<file path="src/rtl/swp_pkg.sv">
`timescale 1ns/1ps
package swp_pkg;
  // Outcome of command matching for one window
  typedef struct packed {
    logic arm_hit;
    logic rel_hit;
  } swp_hits_t;
  localparam int ARM_LEN = 3;
  localparam int REL_LEN = 6;
endpackage

</file>
<file path="src/rtl/swp_seq_track.sv">
`timescale 1ns/1ps
module swp_seq_track #(
  parameter int AW = 15,
  parameter int DW = 8,
  parameter int LEN = 3,
  parameter logic [LEN*AW-1:0] ADDRS = '0,
  parameter logic [LEN*DW-1:0] DATAS = '0
) (
  input  logic          clk,
  input  logic          rst_n,
  input  logic          clr,
  input  logic          step,
  input  logic [AW-1:0] addr,
  input  logic [DW-1:0] data,
  output logic          cand,
  output logic          done
);
  localparam int CW = $clog2(LEN + 1);

  logic [CW-1:0] cnt;
  logic          alive;
  logic [AW-1:0] exp_a;
  logic [DW-1:0] exp_d;

  always_comb begin
    exp_a = '0;
    exp_d = '0;
    for (int i = 0; i < LEN; i++) begin
      if (cnt == CW'(i)) begin
        exp_a = ADDRS[i*AW +: AW];
        exp_d = DATAS[i*DW +: DW];
      end
    end
  end

  assign cand = alive && (cnt < CW'(LEN)) && (addr == exp_a) && (data == exp_d);
  assign done = alive && (cnt == CW'(LEN));

  always_ff @(posedge clk or negedge rst_n) begin
    if (!rst_n) begin
      alive <= 1'b0;
      cnt   <= '0;
    end else if (clr) begin
      alive <= 1'b1;
      cnt   <= '0;
    end else if (step && alive && (cnt < CW'(LEN))) begin
      if (cand) cnt <= cnt + CW'(1);
      else      alive <= 1'b0;
    end
  end


  cnt_range_chk: assert property (@(posedge clk) disable iff (!rst_n)
    cnt <= CW'(LEN));

  done_hold_chk: assert property (@(posedge clk) disable iff (!rst_n)
    done && !clr |=> done);

  step_adv_chk: assert property (@(posedge clk) disable iff (!rst_n)
    step && cand && !clr |=> cnt == $past(cnt) + CW'(1));
endmodule

</file>
<file path="src/rtl/swp_flag_ctl.sv">
`timescale 1ns/1ps
module swp_flag_ctl
  import swp_pkg::*;
(
  input  logic      clk,
  input  logic      rst_n,
  input  logic      por_default,
  input  logic      close,
  input  swp_hits_t hits,
  output logic      protect,
  output logic      verdict_vld,
  output logic      commit_en
);
  logic flag;

  // Flag survives rst_n; only the power-on default clears it
  always_ff @(posedge clk) begin
    if (por_default) flag <= 1'b0;
    else if (close) begin
      if (hits.rel_hit)      flag <= 1'b0;
      else if (hits.arm_hit) flag <= 1'b1;
    end
  end

  always_ff @(posedge clk or negedge rst_n) begin
    if (!rst_n) begin
      verdict_vld <= 1'b0;
      commit_en   <= 1'b0;
    end else begin
      verdict_vld <= close;
      commit_en   <= close && (hits.arm_hit || hits.rel_hit || !flag);
    end
  end

  assign protect = flag;


  flag_move_chk: assert property (@(posedge clk) disable iff (!rst_n)
    (protect != $past(protect)) |-> ($past(close) || $past(por_default)));

  verdict_src_chk: assert property (@(posedge clk) disable iff (!rst_n)
    verdict_vld |-> $past(close));

  open_commit_chk: assert property (@(posedge clk) disable iff (!rst_n)
    verdict_vld && !$past(protect) |-> commit_en);

  locked_drop_chk: assert property (@(posedge clk) disable iff (!rst_n)
    verdict_vld && $past(protect) && !$past(hits.arm_hit) && !$past(hits.rel_hit)
    |-> !commit_en);
endmodule

</file>
<file path="src/rtl/swp_guard.sv">
`timescale 1ns/1ps
module swp_guard
  import swp_pkg::*;
#(
  parameter int AW = 15,
  parameter int DW = 8,
  parameter logic [ARM_LEN*AW-1:0] ARM_ADDR = {15'h5555, 15'h2AAA, 15'h5555},
  parameter logic [ARM_LEN*DW-1:0] ARM_DATA = {8'hA0, 8'h55, 8'hAA},
  parameter logic [REL_LEN*AW-1:0] REL_ADDR = {15'h5555, 15'h2AAA, 15'h5555,
                                               15'h5555, 15'h2AAA, 15'h5555},
  parameter logic [REL_LEN*DW-1:0] REL_DATA = {8'h20, 8'h55, 8'hAA,
                                               8'h80, 8'h55, 8'hAA}
) (
  input  logic          clk,
  input  logic          rst_n,
  input  logic          por_default,
  input  logic          win_start,
  input  logic          win_end,
  input  logic          ld_valid,
  output logic          ld_ready,
  input  logic [AW-1:0] ld_addr,
  input  logic [DW-1:0] ld_data,
  output logic          pg_valid,
  input  logic          pg_ready,
  output logic [AW-1:0] pg_addr,
  output logic [DW-1:0] pg_data,
  output logic          protect,
  output logic          verdict_vld,
  output logic          commit_en
);
  logic      win_open;
  logic      in_win;
  logic      accept;
  logic      cand_arm, cand_rel;
  logic      is_cmd;
  swp_hits_t hits;

  always_ff @(posedge clk or negedge rst_n) begin
    if (!rst_n)         win_open <= 1'b0;
    else if (win_start) win_open <= 1'b1;
    else if (win_end)   win_open <= 1'b0;
  end

  assign in_win   = win_open && !win_end && !win_start;
  assign is_cmd   = cand_arm || cand_rel;
  assign ld_ready = !in_win || is_cmd || pg_ready;
  assign accept   = ld_valid && ld_ready && in_win;
  assign pg_valid = ld_valid && in_win && !is_cmd;
  assign pg_addr  = ld_addr;
  assign pg_data  = ld_data;

  swp_seq_track #(
    .AW(AW), .DW(DW), .LEN(ARM_LEN), .ADDRS(ARM_ADDR), .DATAS(ARM_DATA)
  ) arm_trk_i (
    .clk(clk), .rst_n(rst_n), .clr(win_start), .step(accept),
    .addr(ld_addr), .data(ld_data), .cand(cand_arm), .done(hits.arm_hit)
  );

  swp_seq_track #(
    .AW(AW), .DW(DW), .LEN(REL_LEN), .ADDRS(REL_ADDR), .DATAS(REL_DATA)
  ) rel_trk_i (
    .clk(clk), .rst_n(rst_n), .clr(win_start), .step(accept),
    .addr(ld_addr), .data(ld_data), .cand(cand_rel), .done(hits.rel_hit)
  );

  swp_flag_ctl flag_i (
    .clk(clk), .rst_n(rst_n), .por_default(por_default),
    .close(win_end && win_open), .hits(hits),
    .protect(protect), .verdict_vld(verdict_vld), .commit_en(commit_en)
  );


  pg_outside_chk: assert property (@(posedge clk) disable iff (!rst_n)
    pg_valid |-> win_open);

  pg_stall_chk: assert property (@(posedge clk) disable iff (!rst_n)
    pg_valid && !pg_ready |-> !ld_ready);
endmodule

</file>
<file path="config.mk">
export PLATFORM = sky130hd
export DESIGN_NAME = swp_guard
export DESIGN_NICKNAME = d
export VERILOG_FILES = /design/src/rtl/swp_pkg.sv /design/src/rtl/swp_seq_track.sv /design/src/rtl/swp_flag_ctl.sv /design/src/rtl/swp_guard.sv
export SDC_FILE = /design/constraint.sdc
export NUM_CORES = 1
export LEC_CHECK = 0
export BUFFER_PORTS_ARGS = -buffer_cell sky130_fd_sc_hd__buf_2
export CAP_MARGIN = 20
export CORE_MARGIN = 1
export CORE_UTILIZATION = 42
export DETAILED_ROUTE_END_ITERATION = 7
export PLACE_DENSITY = 0.74
export SETUP_SLACK_MARGIN = 0.05
export SLEW_MARGIN = 20
export SYNTH_ARGS = -nofsm -noshare
export SYNTH_HDL_FRONTEND = slang
export SYNTH_SLANG_ARGS = --single-unit
</file>
<file path="constraint.sdc">
create_clock -name clk -period 2.5 [get_ports clk]
set_clock_uncertainty 0.1 [all_clocks]
set_input_delay 0.25 -clock clk [delete_from_list [all_inputs] [get_ports clk]]
set_output_delay 0.25 -clock clk [all_outputs]
set_load 0.03 [all_outputs]
</file>
==> impl_metrics.env, run 1 <==
export IMPL_fin_cells=230
export IMPL_wl_per_cell_um=12.5
export IMPL_dieArea_um2=3050
export IMPL_switchingPower_mw=0.148
export IMPL_final_common_cell="buf_2"
export IMPL_num_vias=1201
export IMPL_power_frac_clock_pct=27.2
export IMPL_min_path_cells=2
export IMPL_topRoutingLayerUsed="met4"
export IMPL_grt_max_degree=14
export IMPL_syn_avg_cell_area_um2=8.39
export IMPL_grt_overflow=0
export IMPL_place_area_um2=1440
export IMPL_worst_setup_path_type="reg -> out"
export IMPL_die_w_um=55.3
export IMPL_power_density_nw_per_um2=263
export IMPL_r2r_cells=9
export IMPL_cts_buffer_depth=2
export IMPL_grt_total_usage_pct=19.0
export IMPL_antenna_found_initial=0
export IMPL_wl_met1_mm=1.17
export IMPL_cp_arrival_ns=2.47
export IMPL_pwr_share_comb_pct=30.9
export IMPL_num_fill_cells=224
export IMPL_vdd_drop_max_mv=0.308
export IMPL_final_layout_size_suffix_gt1_share_pct=55.5
export IMPL_dp_cells=219
export IMPL_grt_pass1_wl_mm=4.64
export IMPL_p_sw_share_pct=33.5
export IMPL_seqPwrFrac_pct=41.9
export IMPL_rsz0062_at_grt="true"
export IMPL_dr_wl_met3_um=117
export IMPL_setup_ws_ns=-0.323
export IMPL_tns_ns=-0.855
export IMPL_num_antenna_cells=0
export IMPL_worstPathRequired_ns=2.15
export IMPL_ys_flop_type="dfrtp_1"
export IMPL_drt_iter0_markers=42
export IMPL_drt_antenna_violating_nets=0
export IMPL_cts_buffers_inserted=3
export IMPL_worst_pin_slew_ns=0.383
export IMPL_leakage_nw=0.771
export IMPL_syn_inst=142
export IMPL_synth_area_top_cells="dfrtp_1, buf_4, ha_1, nand2b_1, nor2_1"
export IMPL_io_pins=58
export IMPL_core_um2=2570
export IMPL_area_growth_pct=40.7
export IMPL_wl_mm=2.88
export IMPL_synth_fp_nets=181
export IMPL_yosysSeqAreaShare_pct=22.7
export IMPL_portBuffers=57
export IMPL_ys_warn_count=0
export IMPL_hold_viol_final=0
export IMPL_synth_distinct_cells=43
export IMPL_clkLatencyLatePin_ns=0.27
export IMPL_hold_path_class="in -> reg"
export IMPL_route_detailed_drc=0
export IMPL_whs_ns=0.0343
export IMPL_crit_fanout=5
export IMPL_cts_max_level=1
export IMPL_path_clk_slew_ns=0.07
export IMPL_grt_pass1_vias=1084
export IMPL_cts_tree="done"
export IMPL_hpwl_mm=2.26
export IMPL_synth_async_reset_ratio_pct=90.9
export IMPL_cts_root_buf="clkbuf_4"
export IMPL_violations="negative setup slack"
export IMPL_finish_utilization_pct=65.3
export IMPL_start_util_pct=46.4
export IMPL_drt_pass1_iterations=4
export IMPL_synth_area_um2=1190
export IMPL_synth_edff_count=0
export IMPL_status="finished, violations left"
export IMPL_internal_power_mw=0.293
export IMPL_register_area_um2=272
export IMPL_multiInputGateArea_um2=841
export IMPL_clock_sinks=11
export IMPL_finalMaxSlewViolations=0
export IMPL_period_share_pct=113
export IMPL_setup_viol=5
export IMPL_design_area_um2=1680
export IMPL_drv_cap=0
export IMPL_yosysTopAreaCellShare_pct=21.0
export IMPL_fin_nets=240
export IMPL_synth_seq_cells=11
export IMPL_num_rows=18
export IMPL_gp_congestion=0.758
export IMPL_synth_top_area_cell="dfrtp_1"
export IMPL_final_cell_mix="buf_2, buf_4, nor2_1"
export IMPL_end_kind="primary output"
export IMPL_period_minus_slack_ns=2.82
export IMPL_cp_start_kind="register"
export IMPL_max_freq_ghz=0.354
export IMPL_via_per_inst=5.22
export IMPL_wl_met2_mm=1.56
export IMPL_max_slew_margin_pct=74.3
export IMPL_dieHeight_um=55.3
==> through the flow <==
step / setup slack (ns) / power, mW
detailed placement: -0.166 / 0.322
CTS: -0.364 / 0.448
global placement: -0.0823 / 0.320
finish: -0.323 / 0.441
global route: -0.394 / 0.464
floorplan: 0.0872 / 0.288
==> cell usage after synthesis (2+ instances only) <==
master     n
nand4_1    4
a211oi_1   2
dfrtp_1   10
or4_1      3
inv_1      6
a21oi_1    2
a221oi_1   2
nand2b_1   8
o21ai_0    3
xnor2_1    2
nor4_1     3
nor3_1     6
nor3b_1    2
ha_1       9
nand3_1    5
nand2_1    6
mux2i_1    4
buf_4     23
nand3b_1   2
nor2_1    13
or3_1      2
a31oi_1    4
==> critical path: stages (launching register included) <==
cell,delay [ns]
dfrtp_1,0.45
buf_4,0.18
ha_4,0.15
buf_4,0.14
a21oi_2,0.04
or3_1,0.34
a221o_1,0.37
or2_4,0.26
nor2b_4,0.13
buf_6,0.13
==> timing repair <==
action | in CTS | in global routing
pin swaps | 4 | 1
hold buffers | 1 | 0
setup buffers | 4 | 2
endpoints found under the setup margin | 5 | 8
hold endpoints to repair | 10 | 0
gates resized for setup | 11 | 20
==> path summary, 6_finish.rpt <==
check / from / to / slack [ns]
max: rel_trk_i.cnt[0] / pg_valid / -0.32
min in group asynchronous: rst_n / flag_i.commit_en / 0.26
min reg2reg: flag_i.protect / flag_i.commit_en / 0.38
max reg2reg: rel_trk_i.cnt[0] / rel_trk_i.cnt[2] / -0.11
max in group asynchronous: rst_n / rel_trk_i.cnt[1] / 1.84
min: por_default / flag_i.protect / 0.03
==> power by group through the flow <==
| stage | logic [mW] | clock network, mW | registers [mW] |
|---|---|---|---|
| after floorplan | 0.0952 | 0 | 0.193 |
| after global placement | 0.131 | 0 | 0.188 |
| after detailed placement | 0.134 | 0 | 0.189 |
| after CTS | 0.136 | 0.127 | 0.185 |
| after global routing | 0.146 | 0.132 | 0.185 |
| final | 0.136 | 0.120 | 0.185 |
==> flip-flops by register name, summed over array words and instances, names as in the netlist <==
signal,cells
arm_trk_i.alive,1
arm_trk_i.cnt,2
flag_i.commit_en,1
flag_i.protect,1
flag_i.verdict_vld,1
rel_trk_i.alive,1
rel_trk_i.cnt,3
win_open,1
==> per-layer routing <==
metal	up-vias	track usage (%)
met1	560	21.9
met4	0	5.36
met5	-	0
met2	32	34.4
li1	605	-
met3	4	4.92
==> kinds of logic (layout without fill, tap and decap cells) <==
| family | Yosys count | in the layout | share of synthesized area (%) |
|---|---|---|---|
| AND/OR/NAND/NOR | 66 | 66 | 33.1 |
| adder cells (fa/ha/maj) | 9 | 9 | 9.45 |
| multiplexers | 5 | 5 | 4.62 |
| flip-flops | 11 | 11 | 22.7 |
| XOR/XNOR | 2 | 2 | 1.47 |
| AO/OA/AOI/OAI | 17 | 17 | 9.87 |
| buffers and inverters | 32 | 90 | 18.8 |
==> layout make-up <==
| class | instances | area share [%] |
|---|---|---|
| clock buffers | 4 | 1.57 |
| inverters | 7 | 1.57 |
| multi-input cells | 99 | 50.2 |
| flip-flops and latches | 11 | 16.2 |
| well taps | 30 | 2.24 |
| repair buffers | 79 | 28.2 |
Note: power is estimated with default switching activity, not from simulation.
==> run 2, diff against run 1 <==
--- a/config.mk
+++ b/config.mk
@@ -8,9 +8,9 @@
 export BUFFER_PORTS_ARGS = -buffer_cell sky130_fd_sc_hd__buf_2
 export CAP_MARGIN = 20
 export CORE_MARGIN = 1
-export CORE_UTILIZATION = 42
+export CORE_UTILIZATION = 46
 export DETAILED_ROUTE_END_ITERATION = 7
-export PLACE_DENSITY = 0.74
+export PLACE_DENSITY = 0.77
 export SETUP_SLACK_MARGIN = 0.05
 export SLEW_MARGIN = 20
 export SYNTH_ARGS = -nofsm -noshare
==> constraint.sdc (replaced) <==
create_clock -name clk -period 2.7 [get_ports clk]
set_clock_uncertainty 0.1 [all_clocks]
set_input_delay 0.27 -clock clk [delete_from_list [all_inputs] [get_ports clk]]
set_output_delay 0.27 -clock clk [all_outputs]
set_load 0.03 [all_outputs]
==> run 2 against run 1 <==
The flow still finishes with violations (negative setup slack). Final cell count is 5.2% lower. Combinational power is 9% lower. Flip-flop and latch count unchanged. Wire length up 2.0%. Clock-buffer cell count did not move. Die area decreased by 8.4%. Clock power is 6% lower. First-iteration DRC count decreased by 71%. Critical endpoint unchanged. Global-route usage is 3.2 points higher. Hold slack better by 0.033 ns. Setup slack improved by 0.23 ns. Critical path type unchanged. Sequential power down 7%. Largest power group unchanged.
==> impl_metrics.env, run 2 (synthesis results as in run 1) <==
export IMPL_setup_viol=2
export IMPL_switchingPower_mw=0.140
export IMPL_area_growth_pct=29.4
export IMPL_portBuffers=57
export IMPL_period_share_pct=103
export IMPL_grt_pass1_wl_mm=4.55
export IMPL_max_freq_ghz=0.358
export IMPL_route_detailed_drc=0
export IMPL_grt_max_degree=14
export IMPL_die_w_um=52.9
export IMPL_leakage_nw=0.704
export IMPL_fin_cells=218
export IMPL_drv_cap=0
export IMPL_worstPathRequired_ns=2.33
export IMPL_dieHeight_um=52.9
export IMPL_status="finished, violations left"
export IMPL_drt_iter0_markers=12
export IMPL_r2r_cells=9
export IMPL_start_util_pct=48.5
export IMPL_largest_reg_flops=3
export IMPL_finalMaxSlewViolations=0
export IMPL_final_common_cell="buf_2"
export IMPL_dp_cells=207
export IMPL_internal_power_mw=0.269
export IMPL_finish_utilization_pct=62.8
export IMPL_hpwl_mm=2.27
export IMPL_power_frac_clock_pct=27.6
export IMPL_cts_root_buf="clkbuf_4"
export IMPL_hold_viol_final=0
export IMPL_clock_sinks=11
export IMPL_p_sw_share_pct=34.3
export IMPL_gp_congestion=0.768
export IMPL_dieArea_um2=2800
export IMPL_cts_buffers_inserted=3
export IMPL_pre_cts_slack_ns=0.00388
export IMPL_drt_antenna_violating_nets=0
export IMPL_cts_buffer_depth=2
export IMPL_worst_pin_slew_ns=0.379
export IMPL_power_mw=0.409
export IMPL_grt_pass1_vias=1065
export IMPL_num_vias=1165
export IMPL_period_minus_slack_ns=2.79
export IMPL_grt_total_usage_pct=22.2
export IMPL_core_um2=2450
export IMPL_max_slew_margin_pct=74.6
export IMPL_clkLatencyLatePin_ns=0.27
export IMPL_io_pins=58
export IMPL_grt_overflow=0
export IMPL_fin_nets=228
export IMPL_wl_mm=2.94
export IMPL_cp_arrival_ns=2.42
export IMPL_seqPwrFrac_pct=42.0
export IMPL_cts_max_level=1
export IMPL_antenna_found_initial=0
export IMPL_end_kind="primary output"
export IMPL_hold_path_class="in -> reg"
export IMPL_final_layout_size_suffix_gt1_share_pct=50.5
export IMPL_largestRegisters="rel_trk_i.cnt x3, arm_trk_i.cnt x2"
export IMPL_cp_start_kind="register"
export IMPL_crit_fanout=6
export IMPL_whs_ns=0.0669
export IMPL_violations="negative setup slack"
export IMPL_worst_setup_path_type="reg -> out"
export IMPL_pwr_share_comb_pct=30.4
export IMPL_top_register="rel_trk_i.cnt"
export IMPL_final_cell_mix="buf_2, nor2_1, dfrtp_1, buf_4, nand2b_1"
export IMPL_vdd_drop_max_mv=0.275
export IMPL_rsz0062_at_grt="true"
export IMPL_path_clk_slew_ns=0.07
export IMPL_min_path_cells=2
export IMPL_multiInputGateArea_um2=805
export IMPL_register_area_um2=272
export IMPL_num_rows=18
export IMPL_power_density_nw_per_um2=265
export IMPL_drt_pass1_iterations=4
export IMPL_setup_ws_ns=-0.0938
export IMPL_cts_tree="done"
export IMPL_num_fill_cells=210
export IMPL_num_antenna_cells=0
export IMPL_via_per_inst=5.34
export IMPL_wl_per_cell_um=13.5
[run 2: cell types whose count changed in the layout (fill, tap and decap cells not counted), sizes merged]
cell	change
inv	+1
buf	-12
clkinv	-1
[run 2: final timing paths]
| path | from | endpoint | slack [ns] |
|---|---|---|---|
| worst max-delay path | rel_trk_i.cnt[0] | pg_valid | -0.09 |
| worst min-delay path | por_default | flag_i.protect | 0.07 |
| worst max register to register | rel_trk_i.cnt[0] | rel_trk_i.cnt[2] | 0.17 |
| worst min register to register | flag_i.protect | flag_i.commit_en | 0.39 |
| max in group asynchronous | rst_n | arm_trk_i.cnt[0] | 2.00 |
| min in group asynchronous | rst_n | flag_i.verdict_vld | 0.29 |
[run 2: routing by layer]
layer / share of wire [%] / wire length, um / GRT usage [%]
met1: 39 / 1160 / 24.3
met2: 56 / 1660 / 42.8
met3: 2.2 / 65 / 1.72
met4: 2.0 / 60 / 9.65
met5: 0 / 0 / 0
[run 2: repair_timing]
action,CTS,global route
hold buffers,1,0
gates resized for setup,20,6
setup buffers,4,2
setup endpoints to repair,4,5
pin swaps,3,0
hold endpoints to repair,10,0
[run 2: power groups by stage]
stage / Sequential (mW) / Combinational (mW) / Clock (mW)
floorplan: 0.179 / 0.0874 / 0
global placement: 0.175 / 0.118 / 0
detailed placement: 0.175 / 0.121 / 0
CTS: 0.172 / 0.125 / 0.115
global route: 0.172 / 0.133 / 0.117
finish: 0.172 / 0.124 / 0.113
[run 2: per-stage QoR]
step | cell area (um^2) | TNS [ns]
3_3_place_gp | 1340 | 0
5_1_grt | 1540 | -0.322
4_1_cts | 1500 | -0.134
2_1_floorplan | 1190 | 0
6_report | 1540 | -0.140
3_5_place_dp | 1340 | 0
[run 2: critical path, cell delays in order (launching register included)]
cell      delay (ns)
dfrtp_1         0.41
ha_2            0.20
ha_4            0.18
nand2b_1        0.09
a21oi_2         0.06
or3_1           0.34
a221o_1         0.36
or2_4           0.26
nor2b_4         0.13
buf_6           0.13
[run 2: cell type report]
class | instances | share of cell area [%]
well taps | 30 | 2.44
repair buffers | 67 | 24.4
multi-input cells | 99 | 52.2
inverters | 7 | 1.70
clock buffers | 4 | 1.70
flip-flops and latches | 11 | 17.6
==> run 3, diff against run 2 <==
--- a/config.mk
+++ b/config.mk
@@ -9,9 +9,10 @@
 export CAP_MARGIN = 20
 export CORE_MARGIN = 1
 export CORE_UTILIZATION = 46
+export CTS_BUF_LIST = sky130_fd_sc_hd__clkbuf_8 sky130_fd_sc_hd__clkbuf_16
 export DETAILED_ROUTE_END_ITERATION = 7
 export PLACE_DENSITY = 0.77
-export SETUP_SLACK_MARGIN = 0.05
+export SETUP_SLACK_MARGIN = 0.3
 export SLEW_MARGIN = 20
 export SYNTH_ARGS = -nofsm -noshare
 export SYNTH_HDL_FRONTEND = slang
==> run 3 against run 2 <==
The flow still finishes with violations (negative setup slack). Final area rose by 9.0%. First-iteration DRC count up 58%. Power increased by 14%. Critical path depth unchanged. Final cell count is 1.4% higher. Sequential power hardly changed. Fmax is 1.5% lower. Clock-buffer cell count down 1. Flip-flop and latch count unchanged. Via count increased by 3.4%. Setup slack lost 0.043 ns. Global-route usage decreased by 1.9 points.
==> impl_metrics.env, run 3 (synthesis results as in run 1) <==
export IMPL_status="finished, violations left"
export IMPL_violations="negative setup slack"
export IMPL_hold_path_class="in -> reg"
export IMPL_r2r_start="rel_trk_i.cnt[1]"
export IMPL_dieArea_um2=2800
export IMPL_hpwl_mm=2.16
export IMPL_place_area_um2=1360
export IMPL_crit_chain="ha_4, ha_4, nand2b_4, a21oi_2, or3_1, a221o_1, or2_4, nor2b_4, buf_6"
export IMPL_period_minus_slack_ns=2.84
export IMPL_whs_ns=0.0959
export IMPL_hold_viol_final=0
export IMPL_power_mw=0.465
export IMPL_pwr_share_comb_pct=27.5
export IMPL_drt_iter0_markers=19
export IMPL_antenna_found_initial=0
export IMPL_worst_pin_slew_ns=0.600
export IMPL_io_pins=58
export IMPL_crit_slowest_cell="dfrtp_2"
export IMPL_hold_start="por_default"
export IMPL_worst_path_dominant_cell_family="simple AND/OR/NAND/NOR gates"
export IMPL_leakage_nw=0.749
export IMPL_path_clk_slew_ns=0.05
export IMPL_cts_max_level=1
export IMPL_power_frac_clock_pct=35.4
export IMPL_wl_per_cell_um=14.5
export IMPL_design_area_um2=1680
export IMPL_fin_nets=231
export IMPL_clkLatencyLatePin_ns=0.24
export IMPL_critical_path_max_stage_delay_ns=0.45
export IMPL_area_growth_pct=41.1
export IMPL_use_met3_pct=2.01
export IMPL_cp_arrival_ns=2.47
export IMPL_cts_buffers_inserted=3
export IMPL_top_usage_layer="met2"
export IMPL_num_antenna_cells=0
export IMPL_grt_overflow=0
export IMPL_cp_start_kind="register"
export IMPL_grt_pass1_wl_mm=4.18
export IMPL_grt_max_degree=14
export IMPL_finalMaxSlewViolations=0
export IMPL_wl_mm=3.21
export IMPL_seqPwrFrac_pct=37.2
export IMPL_cts_tree="done"
export IMPL_dieHeight_um=52.9
export IMPL_grt_use_met2_pct=35.9
export IMPL_die_w_um=52.9
export IMPL_crit_buf_inv=1
export IMPL_route_detailed_drc=0
export IMPL_final_layout_size_suffix_gt1_share_pct=57.1
export IMPL_final_cell_mix="buf_2, nor2_1, buf_4"
export IMPL_gp_congestion=0.786
export IMPL_period_share_pct=105
export IMPL_met1_usage_pct=25.4
export IMPL_cp_common_cell="ha_4"
export IMPL_num_vias=1205
export IMPL_cts_root_buf="clkbuf_8"
export IMPL_num_rows=18
export IMPL_grt_pass1_vias=977
export IMPL_rsz0062_at_grt="true"
export IMPL_max_slew_margin_pct=59.7
export IMPL_power_density_nw_per_um2=277
export IMPL_final_common_cell="buf_2"
export IMPL_portBuffers=57
export IMPL_vdd_drop_max_mv=0.431
export IMPL_worstPathRequired_ns=2.33
export IMPL_p_sw_share_pct=32.6
export IMPL_top_register="rel_trk_i.cnt"
export IMPL_end_kind="primary output"
export IMPL_grt_total_usage_pct=20.4
export IMPL_drt_pass1_iterations=4
export IMPL_largestRegisters="rel_trk_i.cnt x3, arm_trk_i.cnt x2"
export IMPL_worst_setup_path_type="reg -> out"
export IMPL_largest_reg_flops=3
export IMPL_core_um2=2450
export IMPL_via_per_inst=5.45
export IMPL_setup_ws_ns=-0.137
export IMPL_internal_power_mw=0.313
export IMPL_setup_viol=4
export IMPL_crit_fanout=6
export IMPL_setup_worst_path_start="rel_trk_i.cnt[1]"
export IMPL_drv_cap=0
export IMPL_max_freq_ghz=0.352
export IMPL_clock_sinks=11
export IMPL_switchingPower_mw=0.152
export IMPL_start_util_pct=48.5
export IMPL_cts_buffer_depth=2
export IMPL_drt_antenna_violating_nets=0
[run 3: changes by cell type in the layout (fill, tap and decap cells not counted), sizes merged]
cell      before  now
clkbuf         4    3
clkinvlp       0    1
buf           66   69
[run 3: power by group through the flow]
stage | clock network [mW] | registers [mW] | logic [mW]
floorplan | 0 | 0.179 | 0.0885
global placement | 0 | 0.175 | 0.118
detailed placement | 0 | 0.175 | 0.121
CTS | 0.162 | 0.172 | 0.124
global route | 0.173 | 0.173 | 0.137
finish | 0.164 | 0.173 | 0.128
[run 3: path summary, 6_finish.rpt]
path,endpoint,slack (ns),cells past startpoint
max in group asynchronous,rel_trk_i.cnt[0],1.96,2
setup reg to reg,rel_trk_i.cnt[0],-0.04,11
setup / recovery,pg_valid,-0.14,9
hold reg to reg,flag_i.commit_en,0.38,1
hold / removal,flag_i.protect,0.1,2
min in group asynchronous,win_open,0.32,2
[run 3: area by class of cell]
type	count	area [um^2]
repair buffers	70	418
inverters	7	30.0
multi-input cells	99	877
clock inverters	1	3.75
well taps	30	37.5
flip-flops and latches	11	273
clock buffers	3	41.3
fillers	191	774
[run 3: metrics by stage]
step / setup slack [ns] / util, % / setup TNS [ns] / cells
6_report: -0.137 / 68.5 / -0.284 / 221
5_1_grt: -0.204 / 68.5 / -0.682 / 221
4_1_cts: -0.129 / 61.4 / -0.293 / 217
3_5_place_dp: -0.0134 / 55.4 / -0.0134 / 206
3_3_place_gp: 0.106 / 55.4 / 0 / 206
2_1_floorplan: 0.303 / - / 0 / 142
[run 3: metal layers]
metal / up-vias / part of all wire (%)
li1: 585 / -
met1: 579 / 40
met2: 33 / 54
met3: 8 / 3.4
met4: 0 / 2.4
met5: - / 0
[run 3: timing repair]
action,in CTS,in global routing
setup endpoints to repair,7,9
hold endpoints to repair,10,0
pin swaps,3,12
hold buffers,1,0
setup buffers,6,4
resized for setup,10,31
